===== src/rtl/mdio_pkg.sv =====
package mdio_pkg;
  localparam int PHY_AW      = 5;
  localparam int DATA_W      = 16;
  localparam int FRAME_W     = 32;
  localparam int PRE_BITS    = 33;
  localparam int RD_HDR_BITS = 16;
  localparam int WR_HDR_BITS = 32;
  localparam int CAPT_BITS   = 19;
  localparam int CAPT_FIRST  = 2;   // first data sample index in capture window
  localparam int TAIL_BITS   = 2;

  typedef enum logic [2:0] {
    ST_IDLE, ST_PRE, ST_CMD, ST_CAPT, ST_TAIL, ST_RESP
  } mdio_state_e;

  // Header left-aligned in a 32-bit word, first bit on the wire in bit 31.
  function automatic logic [FRAME_W-1:0] header_word(
    input logic              wr,
    input logic [PHY_AW-1:0] phy,
    input logic [PHY_AW-1:0] ra,
    input logic [DATA_W-1:0] wd
  );
    if (wr) return {2'b01, 2'b01, phy, ra, 2'b10, wd};
    else    return {2'b11, 2'b01, 2'b10, phy, ra, 16'h0000};
  endfunction
endpackage


===== src/rtl/mdio_mdc_gen.sv =====
module mdio_mdc_gen #(
  parameter int HALF_DIV = 50
) (
  input  logic clk,
  input  logic rst_n,
  input  logic run,
  output logic mdc,
  output logic rise_evt,
  output logic fall_evt
);
  localparam int CNT_W = (HALF_DIV > 2) ? $clog2(HALF_DIV) : 1;
  localparam logic [CNT_W-1:0] CNT_LAST = CNT_W'(HALF_DIV - 1);

  logic [CNT_W-1:0] cnt_q;
  logic             mdc_q;
  logic             wrap;

  assign wrap     = run && (cnt_q == CNT_LAST);
  assign rise_evt = wrap && !mdc_q;
  assign fall_evt = wrap && mdc_q;
  assign mdc      = mdc_q;

  always_ff @(posedge clk) begin
    if (!rst_n || !run) begin
      cnt_q <= '0;
      mdc_q <= 1'b0;
    end else if (wrap) begin
      cnt_q <= '0;
      mdc_q <= ~mdc_q;
    end else begin
      cnt_q <= cnt_q + 1'b1;
    end
  end
endmodule


===== src/rtl/mdio_shift_out.sv =====
module mdio_shift_out #(
  parameter int W = 32
) (
  input  logic         clk,
  input  logic         rst_n,
  input  logic         load,
  input  logic [W-1:0] load_val,
  input  logic         shift,
  output logic         msb
);
  logic [W-1:0] sr_q;

  assign msb = sr_q[W-1];

  always_ff @(posedge clk) begin
    if (!rst_n)     sr_q <= '0;
    else if (load)  sr_q <= load_val;
    else if (shift) sr_q <= {sr_q[W-2:0], 1'b0};
  end
endmodule


===== src/rtl/mdio_shift_in.sv =====
module mdio_shift_in #(
  parameter int W = 16
) (
  input  logic         clk,
  input  logic         rst_n,
  input  logic         clear,
  input  logic         shift,
  input  logic         din,
  output logic [W-1:0] word
);
  logic [W-1:0] sr_q;

  assign word = sr_q;

  always_ff @(posedge clk) begin
    if (!rst_n || clear) sr_q <= '0;
    else if (shift)      sr_q <= {sr_q[W-2:0], din};
  end
endmodule


===== src/rtl/mdio_master.sv =====
module mdio_master
  import mdio_pkg::*;
#(
  parameter int HALF_DIV = 50,
  parameter int REG_AW   = 6
) (
  input  logic              clk,
  input  logic              rst_n,
  input  logic              req_valid,
  output logic              req_ready,
  input  logic              req_write,
  input  logic [4:0]        req_phy,
  input  logic [REG_AW-1:0] req_reg,
  input  logic [15:0]       req_wdata,
  output logic              rsp_valid,
  input  logic              rsp_ready,
  output logic [15:0]       rsp_rdata,
  output logic [31:0]       status,
  output logic              mdc,
  output logic              mdio_o,
  output logic              mdio_oe,
  input  logic              mdio_i
);
  localparam int BIT_CW = $clog2(PRE_BITS);
  localparam logic [BIT_CW-1:0] LAST_PRE  = BIT_CW'(PRE_BITS - 1);
  localparam logic [BIT_CW-1:0] LAST_RHDR = BIT_CW'(RD_HDR_BITS - 1);
  localparam logic [BIT_CW-1:0] LAST_WHDR = BIT_CW'(WR_HDR_BITS - 1);
  localparam logic [BIT_CW-1:0] LAST_CAPT = BIT_CW'(CAPT_BITS - 1);
  localparam logic [BIT_CW-1:0] LAST_TAIL = BIT_CW'(TAIL_BITS - 1);
  localparam logic [BIT_CW-1:0] DAT_LO    = BIT_CW'(CAPT_FIRST);
  localparam logic [BIT_CW-1:0] DAT_HI    = BIT_CW'(CAPT_FIRST + DATA_W - 1);

  mdio_state_e       state_q;
  logic [BIT_CW-1:0] bit_q;
  logic [BIT_CW-1:0] seg_last;
  logic              is_wr_q;
  logic [15:0]       rsp_q;
  logic              reg_ok;
  logic              accept;
  logic              run;
  logic              rise_evt, fall_evt;
  logic              tx_msb;
  logic [15:0]       rx_word;
  logic [1:0]        mdi_sync_q;
  logic              cap_shift;

  // Register address is valid only within the 5-bit clause 22 range.
  assign reg_ok = ((req_reg >> 5) == '0);
  assign accept = (state_q == ST_IDLE) && req_valid;
  assign run    = (state_q == ST_PRE) || (state_q == ST_CMD) ||
                  (state_q == ST_CAPT) || (state_q == ST_TAIL);

  always_comb begin
    unique case (state_q)
      ST_PRE:  seg_last = LAST_PRE;
      ST_CMD:  seg_last = is_wr_q ? LAST_WHDR : LAST_RHDR;
      ST_CAPT: seg_last = LAST_CAPT;
      ST_TAIL: seg_last = LAST_TAIL;
      default: seg_last = '0;
    endcase
  end

  always_ff @(posedge clk) begin
    if (!rst_n) mdi_sync_q <= 2'b11;
    else        mdi_sync_q <= {mdi_sync_q[0], mdio_i};
  end

  mdio_mdc_gen #(.HALF_DIV(HALF_DIV)) u_mdc (
    .clk(clk), .rst_n(rst_n), .run(run),
    .mdc(mdc), .rise_evt(rise_evt), .fall_evt(fall_evt)
  );

  mdio_shift_out #(.W(FRAME_W)) u_tx (
    .clk(clk), .rst_n(rst_n),
    .load(accept && reg_ok),
    .load_val(header_word(req_write, req_phy, req_reg[4:0], req_wdata)),
    .shift((state_q == ST_CMD) && fall_evt),
    .msb(tx_msb)
  );

  // Only the data samples of the capture window are kept.
  assign cap_shift = (state_q == ST_CAPT) && rise_evt &&
                     (bit_q >= DAT_LO) && (bit_q <= DAT_HI);

  mdio_shift_in #(.W(DATA_W)) u_rx (
    .clk(clk), .rst_n(rst_n),
    .clear(accept), .shift(cap_shift),
    .din(mdi_sync_q[1]), .word(rx_word)
  );

  always_ff @(posedge clk) begin
    if (!rst_n) begin
      state_q <= ST_IDLE;
      bit_q   <= '0;
      is_wr_q <= 1'b0;
      rsp_q   <= '0;
    end else begin
      unique case (state_q)
        ST_IDLE: begin
          if (accept) begin
            bit_q   <= '0;
            is_wr_q <= req_write;
            if (reg_ok) begin
              state_q <= ST_PRE;
            end else if (!req_write) begin
              state_q <= ST_RESP;
              rsp_q   <= 16'hFFFF;
            end
          end
        end
        ST_PRE, ST_CMD, ST_CAPT, ST_TAIL: begin
          if (fall_evt) begin
            if (bit_q == seg_last) begin
              bit_q <= '0;
              unique case (state_q)
                ST_PRE:  state_q <= ST_CMD;
                ST_CMD:  state_q <= is_wr_q ? ST_TAIL : ST_CAPT;
                ST_CAPT: begin
                  state_q <= ST_RESP;
                  rsp_q   <= rx_word;
                end
                default: state_q <= ST_IDLE;
              endcase
            end else begin
              bit_q <= bit_q + 1'b1;
            end
          end
        end
        ST_RESP: if (rsp_ready) state_q <= ST_IDLE;
        default: state_q <= ST_IDLE;
      endcase
    end
  end

  assign req_ready = (state_q == ST_IDLE);
  assign rsp_valid = (state_q == ST_RESP);
  assign rsp_rdata = rsp_q;
  assign status    = {(state_q != ST_IDLE), 15'h0000, rsp_q};
  assign mdio_oe   = (state_q == ST_PRE) || (state_q == ST_CMD);
  assign mdio_o    = (state_q == ST_CMD) ? tx_msb : 1'b1;
endmodule


===== config.mk =====
export PLATFORM = sky130hd
export DESIGN_NAME = mdio_master
export DESIGN_NICKNAME = d
export VERILOG_FILES = /design/src/rtl/mdio_pkg.sv /design/src/rtl/mdio_mdc_gen.sv /design/src/rtl/mdio_shift_out.sv /design/src/rtl/mdio_shift_in.sv /design/src/rtl/mdio_master.sv
export SDC_FILE = /design/constraint.sdc
export NUM_CORES = 1
export LEC_CHECK = 0
export BUFFER_PORTS_ARGS = -buffer_cell sky130_fd_sc_hd__buf_2
export CAP_MARGIN = 0
export CORE_MARGIN = 3
export CORE_UTILIZATION = 60
export DETAILED_ROUTE_END_ITERATION = 7
export PLACE_DENSITY = 0.86
export SLEW_MARGIN = 15
export SYNTH_ARGS = -nofsm -noshare
export SYNTH_HDL_FRONTEND = slang
export SYNTH_HIERARCHICAL = 1
export SYNTH_SLANG_ARGS = --single-unit

===== constraint.sdc =====
create_clock -name clk -period 5.4 [get_ports clk]
set_input_delay 1.08 -clock clk [delete_from_list [all_inputs] [get_ports clk]]
set_output_delay 1.08 -clock clk [all_outputs]
set_load 0.02 [all_outputs]

==> Implementation_results.wiki, run 1 <==
{| class="wikitable"
! Metric !! Value
|-
| Result of the run || complete, no violations
|-
| Number of buffers inserted by port buffering || 70
|-
| Most used standard cell by instance count after synthesis || dfxtp_1
|-
| Portion of the post-synthesis area used by sequential elements || 0.363
|-
| Violation count after the first detailed-routing iteration || 116
|-
| Max_slew headroom || 0.301
|-
| Maximum clock rate || 294 MHz
|-
| EDFF count, synth || 0
|-
| Fraction of layout instances using a drive strength above 1 || 0.281
|-
| Pin count of the biggest net entering global routing || 65
|-
| Startpoint types || flip-flop
|-
| Switching power of the nets || 647 uW
|-
| Flop and latch count out of synthesis || 83
|-
| Gpl congestion || 0.853
|-
| Max rail drop VDD || 221 uV
|-
| Average cell area after synthesis || 10.1 sq um
|-
| Post-CTS Setup Inserts || 0
|-
| Minimum setup slack among reg-to-reg paths || 2.00 ns
|-
| Number of cells traversed by the worst register-to-register path || 7
|-
| GRT Resource Usage Total || 0.193
|-
| Initial antenna violation count || 0
|-
| Combinational share of power || 0.334
|-
| Final wirelength || 8.26 mm
|-
| Top cells by count, synth || dfxtp_1, buf_4, nor2_1, o211a_1, mux2_4
|-
| Share of flip-flops with an asynchronous set or reset after synthesis || 0
|-
| I/O pin count || 86
|-
| Maximum level of the CTS H-tree || 3
|-
| TritonCTS clock tree || yes
|-
| Endpoint of the worst register-to-register path || u_tx/sr_q[31]
|-
| Cell-internal power || 1140 uW
|-
| First-pass GRT wire length || 13.6 mm
|-
| Dpl cells || 578
|-
| Unrepaired setup endpoints after global routing || false
|-
| Later-pin clock latency in the skew report || 0.35 ns
|-
| Setup tns final || 0 ns
|-
| Post-Synthesis Cell Area || 4580 sq um
|-
| Clock slew at reported path FFs || 0.08 ns
|-
| Number of sinks handled by clock tree synthesis || 83
|-
| Via count || 3187
|-
| Std-Cell Rows || 31
|-
| Synth Warn # || 6
|-
| Number of failing hold endpoints at the final stage || 0
|-
| Number of cells upsized or downsized after cts || 0
|-
| Cell Count, Final, Fillers Out || 594
|-
| Crit path arrival time || 3.64 ns
|-
| Residual antenna-violating net count after detailed routing || 0
|-
| Power density over cell area || 366 nW/um^2
|-
| Leakage || 0.00229 uW
|-
| Post-synthesis to final-layout area growth || 6.67%
|-
| Type of the worst setup path || reg -> reg
|-
| Wire per inst || 13.9 microns
|-
| Critical Path Start || state_q[1]
|-
| Element type at the critical path end || flip-flop
|-
| Final setup viols || 0
|-
| Critical Path Fanout Max || 32
|-
| Portion of total power attributed to sequential cells || 0.432
|-
| Cell accounting for the most synthesized area || dfxtp_1
|-
| Final worst path period need || 3.40 ns
|-
| Crit share post-route || 0.629
|-
| Via count of the first global-routing pass || 3007
|-
| Hold WC Path Type || reg -> reg
|-
| Origin of the critical flop-to-flop path || state_q[1]
|-
| Core Box Area || 7330 sq um
|-
| Hold-fix buffer count after cts || 0
|-
| Data required, critical path || 5.65 ns
|-
| Number of remaining DRC errors || 0
|-
| Cts bufs inserted || 9
|-
| Clock power share || 0.234
|-
| Top FF cell, synth || dfxtp_1
|-
| Buffer cell driving the clock tree root || clkbuf_8
|-
| Initial Utilization || 0.624
|-
| Overall overflow remaining after global route || 0
|-
| Area enclosed by the die boundary || 8710 sq um
|-
| Most area-consuming cells after synthesis || dfxtp_1, mux2_4, o211a_1
|-
| First-pass iteration count of the detailed router || 4
|-
| Slew at the pin closest to its max-slew limit || 1.04 ns
|-
| Proportion of netlist area held by the largest area contributor || 0.363
|-
| Switching power share of the total || 0.362
|-
| Via-per-instance ratio || 5.37
|-
| # nets final || 529
|-
| Die X-Extent || 93.3 microns
|-
| Pins Over Slew Limit || 0
|-
| DPL Wire Length || 5.65 mm
|-
| Cell count after synthesis || 452
|-
| Unique masters post-synth || 61
|-
| Die H || 93.3 microns
|-
| Max-cap violations || 0
|-
| Post-route clock skew || 0.00896 ns
|-
| Critical path endpoint || u_tx/sr_q[31]
|-
| Antenna fix cells || 0
|-
| Maximum root-to-sink buffer count || 2
|}
## sequential cells by signal, summed over array words and instances, names as in the netlist, 2 cells and up
name,count
u_rx/word,16
u_mdc/cnt_q,6
state_q,3
u_tx/sr_q,32
mdi_sync_q,2
rsp_rdata,16
bit_q,6
## per-layer routing
| metal | wire, microns | GRT usage |
|---|---|---|
| met3 | 446 | 0.0531 |
| met4 | 74 | 0.0623 |
| met1 | 3560 | 0.234 |
| met2 | 4180 | 0.331 |
| met5 | 0 | 0 |
## worst min path at each step
stage,to,start,cells past startpoint,slack (ns)
final,mdi_sync_q[1],mdi_sync_q[0],1,0.42
after global routing,mdi_sync_q[1],mdi_sync_q[0],1,0.43
after CTS,mdi_sync_q[1],mdi_sync_q[0],1,0.43
after detailed placement,mdi_sync_q[1],mdi_sync_q[0],1,0.40
after global placement,mdi_sync_q[1],mdi_sync_q[0],1,0.39
after floorplan,mdi_sync_q[1],mdi_sync_q[0],1,0.39
## power groups by stage
stage	Sequential [uW]	Clock, uW	Combinational [uW]
3_5_place_dp	786	0	595
4_1_cts	772	427	600
5_1_grt	786	452	654
3_3_place_gp	782	0	587
2_1_floorplan	783	0	508
6_report	772	417	598
## area by class of cell
cell class              instances  area, sq um
fillers                       580         2450
clock buffers                  10          138
multi-input cells             311         2500
well taps                      99          124
inverters                      13         48.8
repair buffers                 72          365
clock inverters                 6         48.8
flip-flops and latches         83         1660
## kinds of logic (layout without fill, tap and decap cells)
| kind of cell | Yosys count | in the layout | synth area share |
|---|---|---|---|
| AND/OR/NAND/NOR | 138 | 138 | 0.173 |
| flip-flops | 83 | 83 | 0.363 |
| AO/OA/AOI/OAI | 80 | 80 | 0.154 |
| buffers and inverters | 74 | 101 | 0.109 |
| multiplexers | 59 | 59 | 0.164 |
| XOR/XNOR | 10 | 10 | 0.0191 |
| adder cells (fa/ha/maj) | 6 | 6 | 0.0164 |
| other | 2 | 18 | 0.00164 |
## placed cells by master (no fill, tap or decap), types with 15 or more instances in the layout
cell / synthesis / final
dfxtp_1: 83 / 83
buf_2: 5 / 70
o211a_1: 32 / 32
nor2_1: 32 / 31
mux2_4: 29 / 29
nand2b_1: 27 / 27
mux2i_1: 19 / 19
conb_1: 2 / 18
nand2_1: 17 / 17
and2_1: 17 / 17
o221a_1: 15 / 15
## worst max-delay path, stage by stage (launching register included)
cell and delay, ns:
dfxtp_1 0.76, nor2_4 0.14, xnor2_1 0.21, nand2_1 0.12
nor3_1 0.48, and3_2 0.96, mux2_2 0.41, o211a_1 0.20
## through the flow
step	area (sq um)	power, uW	worst slack (ns)	utilization	hold slack, ns
after floorplan	4640	1290	2.96	-	0.386
after global placement	4700	1370	2.17	0.641	0.391
after detailed placement	4700	1380	2.03	0.641	0.404
after CTS	4880	1800	1.98	0.666	0.427
after global routing	4880	1890	1.68	0.666	0.430
final	4880	1790	2.00	0.666	0.420
No activity file was read; power rests on OpenSTA's default activity.
==> inputs of run 2 (changes only) <==
--- a/config.mk
+++ b/config.mk
@@ -5,12 +5,13 @@
 export SDC_FILE = /design/constraint.sdc
 export NUM_CORES = 1
 export LEC_CHECK = 0
+export ABC_AREA = 1
 export BUFFER_PORTS_ARGS = -buffer_cell sky130_fd_sc_hd__buf_2
 export CAP_MARGIN = 0
 export CORE_MARGIN = 3
-export CORE_UTILIZATION = 60
+export CORE_UTILIZATION = 56
 export DETAILED_ROUTE_END_ITERATION = 7
-export PLACE_DENSITY = 0.86
+export PLACE_DENSITY = 0.81
 export SLEW_MARGIN = 15
 export SYNTH_ARGS = -nofsm -noshare
 export SYNTH_HDL_FRONTEND = slang
==> constraint.sdc (replaced) <==
create_clock -name clk -period 3.45 [get_ports clk]
set_input_delay 0.69 -clock clk [delete_from_list [all_inputs] [get_ports clk]]
set_output_delay 0.69 -clock clk [all_outputs]
set_load 0.02 [all_outputs]
==> run 2 against run 1 <==
Total power grew 96%. Non-clock buffer count grew 2. Clock-buffer cell count is the same. Combinational power grew 150%. Critical path depth grew 7. Hold slack gained 0.0012 ns. Core utilization shrank 4.5 points.
==> Implementation_results.wiki, run 2 <==
{| class="wikitable"
! Metric !! Value
|-
| Result of the run || complete, no violations
|-
| Worst path buffer plus inverter count || 4 (+4)
|-
| Hold WC Path Type || reg -> reg
|-
| Flop and latch count out of synthesis || 83 (unchanged)
|-
| Worst hold endpoint || mdi_sync_q[1]
|-
| Post-route clock skew || 0.0132 ns (+0.00421 ns)
|-
| Number of failing hold endpoints at the final stage || 0 (unchanged)
|-
| Switching power of the nets || 1510 uW (+130%)
|-
| Area of combinational cells with multiple inputs || 2260 sq um (-9.3%)
|-
| Cell accounting for the most synthesized area || dfxtp_1
|-
| Combinational share of power || 0.422 (+0.088)
|-
| Via-per-instance ratio || 4.87 (-9.2%)
|-
| Top cells by count, synth || nand2_1, inv_1, dfxtp_1, nand3_1, nor2_1
|-
| Maximum root-to-sink buffer count || 2 (unchanged)
|-
| Cell with the biggest individual delay on the critical path || nor2_2
|-
| Maximum clock rate || 379 MHz (+29%)
|-
| Unique masters post-synth || 33 (-46%)
|-
| Number of buffers inserted by port buffering || 70 (unchanged)
|-
| Violation count after the first detailed-routing iteration || 203 (+75%)
|-
| First-pass GRT wire length || 16.2 mm (+20%)
|-
| Buffer cell driving the clock tree root || clkbuf_8
|-
| Fraction of layout instances using a drive strength above 1 || 0.188 (-0.0927)
|-
| Dpl cells || 860 (+49%)
|-
| Final wirelength || 9.34 mm (+13%)
|-
| Pin count of the biggest net entering global routing || 35 (-46%)
|-
| Residual antenna-violating net count after detailed routing || 0 (unchanged)
|-
| Via count || 4267 (+34%)
|-
| Max_slew headroom || 0.389 (+0.0880)
|-
| Top cell by count, worst path || nand2_1
|-
| Clock slew at reported path FFs || 0.08 ns (about the same)
|-
| Critical Path Fanout Max || 23 (-28%)
|-
| First-pass iteration count of the detailed router || 4 (unchanged)
|-
| Most area-consuming cells after synthesis || dfxtp_1, nand2_1, inv_1
|-
| EDFF count, synth || 0 (unchanged)
|-
| Type of the worst setup path || reg -> reg
|-
| Worst hold slack after final layout || 0.421 ns (+0.00125 ns)
|-
| Post-Synthesis Cell Area || 4780 sq um (+4.5%)
|-
| Total power after layout || 3500 uW (+96%)
|-
| Cts bufs inserted || 9 (unchanged)
|-
| Most frequent standard cell in the layout excluding fill and tap cells || nand2_1
|-
| Unrepaired setup endpoints after global routing || false
|-
| Setup tns final || 0 ns (unchanged)
|-
| Maximum level of the CTS H-tree || 3 (unchanged)
|-
| Fill cell total of the finished layout || 780 (+34%)
|-
| Later-pin clock latency in the skew report || 0.35 ns (about the same)
|-
| GRT Resource Usage Total || 0.197 (+0.00365)
|-
| Cell count after synthesis || 729 (+61%)
|-
| Portion of total power attributed to sequential cells || 0.352 (-0.080)
|-
| Pins Over Slew Limit || 0 (unchanged)
|-
| Data required, critical path || 3.75 ns (-1.90 ns)
|-
| Initial antenna violation count || 0 (unchanged)
|-
| Via count of the first global-routing pass || 3893 (+29%)
|-
| Origin of the critical flop-to-flop path || state_q[1]
|-
| Portion of the post-synthesis area used by sequential elements || 0.347 (-0.0156)
|-
| Number of cells upsized or downsized after cts || 0 (unchanged)
|-
| Core Util, Final || 0.621 (-0.0451)
|-
| Final worst path period need || 2.64 ns (-0.760 ns)
|-
| Post-CTS Setup Inserts || 0 (unchanged)
|-
| Most used standard cell by instance count after synthesis || nand2_1
|-
| Core Box Area || 8260 sq um (+13%)
|-
| Clock power share || 0.227 (-0.007)
|-
| Leakage || 0.00277 uW (+21%)
|-
| Cell class contributing the biggest share of worst-path delay || simple AND/OR/NAND/NOR gates
|-
| Minimum setup slack among reg-to-reg paths || 0.81 ns (-1.19 ns)
|-
| Die X-Extent || 98.4 microns (+5.4%)
|-
| Final setup viols || 0 (unchanged)
|-
| Sequential Area || 1660 sq um (unchanged)
|-
| Biggest cell delay along the critical path || 0.42 ns (-0.54 ns)
|-
| Area enclosed by the die boundary || 9680 sq um (+11%)
|-
| Register name with the most flops || u_tx/sr_q
|-
| Wire per inst || 10.7 microns (-23%)
|-
| Hold-fix buffer count after cts || 0 (unchanged)
|-
| Max-cap violations || 0 (unchanged)
|-
| Crit path arrival time || 2.93 ns (-0.71 ns)
|-
| Gpl congestion || 0.899 (+5.4%)
|-
| Startpoint types || flip-flop
|-
| Cell Count, Final, Fillers Out || 876 (+47%)
|-
| DPL Wire Length || 6.67 mm (+18%)
|-
| Max rail drop VDD || 262 uV (+19%)
|-
| Crit share post-route || 0.764 (+0.135)
|-
| Power density over cell area || 683 nW/um^2 (+87%)
|-
| I/O pin count || 86 (unchanged)
|-
| Die H || 98.4 microns (+5.4%)
|-
| Proportion of netlist area held by the largest area contributor || 0.347 (-0.0156)
|-
| Top FF cell, synth || dfxtp_1
|-
| Element type at the critical path end || flip-flop
|-
| Initial Utilization || 0.579 (-0.0452)
|-
| TritonCTS clock tree || yes
|-
| Slew at the pin closest to its max-slew limit || 0.915 ns (-0.130 ns)
|-
| Number of cells traversed by the worst register-to-register path || 14 (+7)
|-
| Critical hold path startpoint || mdi_sync_q[0]
|-
| # nets final || 805 (+52%)
|-
| Number of sinks handled by clock tree synthesis || 83 (unchanged)
|-
| Synth Warn # || 6 (unchanged)
|-
| Post-synthesis to final-layout area growth || 7.22%
|-
| Number of flip-flops under the largest register name || 32 (unchanged)
|-
| Average cell area after synthesis || 6.56 sq um (-35%)
|-
| Switching power share of the total || 0.431 (+0.0685)
|-
| Depth of the worst hold-timing path || 1 (unchanged)
|-
| Share of flip-flops with an asynchronous set or reset after synthesis || 0 (unchanged)
|-
| Most frequent cells in the layout || nand2_1, inv_1, dfxtp_1
|-
| Endpoint of the worst register-to-register path || u_tx/sr_q[7]
|-
| Cell-internal power || 1990 uW (+75%)
|-
| Overall overflow remaining after global route || 0 (unchanged)
|-
| Number of remaining DRC errors || 0 (unchanged)
|-
| Crit-path cells || nor2_1 -> nand2_1 -> nand2_1 -> nand2_1 -> nor2_4 -> nand3_1 -> inv_1 -> inv_1 -> nor2_2 -> buf_4 -> nand3_1 -> nand3_1 -> nand2_1 -> inv_1
|-
| Antenna fix cells || 0 (unchanged)
|-
| Std-Cell Rows || 33 (+6.5%)
|}
## run 2: cell count changes in the layout (fill, tap and decap cells not counted), sizes merged, moves of 14 or more
cell and change:
nand4 +15, o211a -32, and2 -17, a21oi +14
nand3 +67, nand2 +226, inv +107, mux2 -39
nor2 +29, nand2b -27, mux2i -20, o221a -16
## run 2: kinds of logic after synthesis
family	count (synthesis)	synth area share
and+or+nand+nor	407	0.378
buffers and inverters	184	0.194
AOI/OAI and AO/OA	42	0.0544
adders and majority gates	6	0.0157
xor gates and xnor gates	5	0.00916
other	2	0.00157
DFF	83	0.347
## run 2: area by class of cell
class | instances | share of cell area
multi-input cells | 478 | 0.441
flip-flops and latches | 83 | 0.324
inverters | 120 | 0.0893
repair buffers | 74 | 0.0742
clock buffers | 10 | 0.0268
well taps | 105 | 0.0256
clock inverters | 6 | 0.0185
## run 2: worst max-delay path by stage
stage               startpoint       endpoint  depth (start not counted)
floorplan           state_q[1]  u_rx/word[10]                         14
global placement     req_write  rsp_rdata[13]                          8
detailed placement   req_write  rsp_rdata[13]                          8
CTS                 state_q[1]   u_tx/sr_q[7]                         14
global route        state_q[1]  u_tx/sr_q[29]                         14
finish              state_q[1]   u_tx/sr_q[7]                         14
## run 2: power by group through the flow
| stage | clock (uW) | combinational [uW] | sequential [uW] |
|---|---|---|---|
| 2_1_floorplan | 0 | 1190 | 1370 |
| 3_3_place_gp | 0 | 1450 | 1240 |
| 3_5_place_dp | 0 | 1480 | 1250 |
| 4_1_cts | 815 | 1480 | 1230 |
| 5_1_grt | 858 | 1650 | 1260 |
| 6_report | 794 | 1480 | 1230 |
## run 2: routing by layer
metal | vias up | GRT usage | part of all wire
met5 | - | 0 | 0
met4 | 0 | 0.0714 | 0.016
met3 | 18 | 0.0403 | 0.062
met2 | 135 | 0.342 | 0.46
met1 | 1878 | 0.242 | 0.46
li1 | 2236 | - | -
## run 2: per-stage QoR
step                cell area, sq um  setup WS, ns
finish                          5130         0.814
detailed placement              4890         0.895
CTS                             5130         0.842
global route                    5130         0.572
floorplan                       4840          1.38
global placement                4890         0.968
## run 2: worst register-to-register path: stages, from the launching register on
cell and delay (ns):
dfxtp_1 0.38, nor2_1 0.23, nand2_1 0.14, nand2_1 0.18, nand2_1 0.11, nor2_4 0.11
nand3_1 0.09, inv_1 0.08, inv_1 0.05, nor2_2 0.42, buf_4 0.36, nand3_1 0.13
nand3_1 0.16, nand2_1 0.07, inv_1 0.07
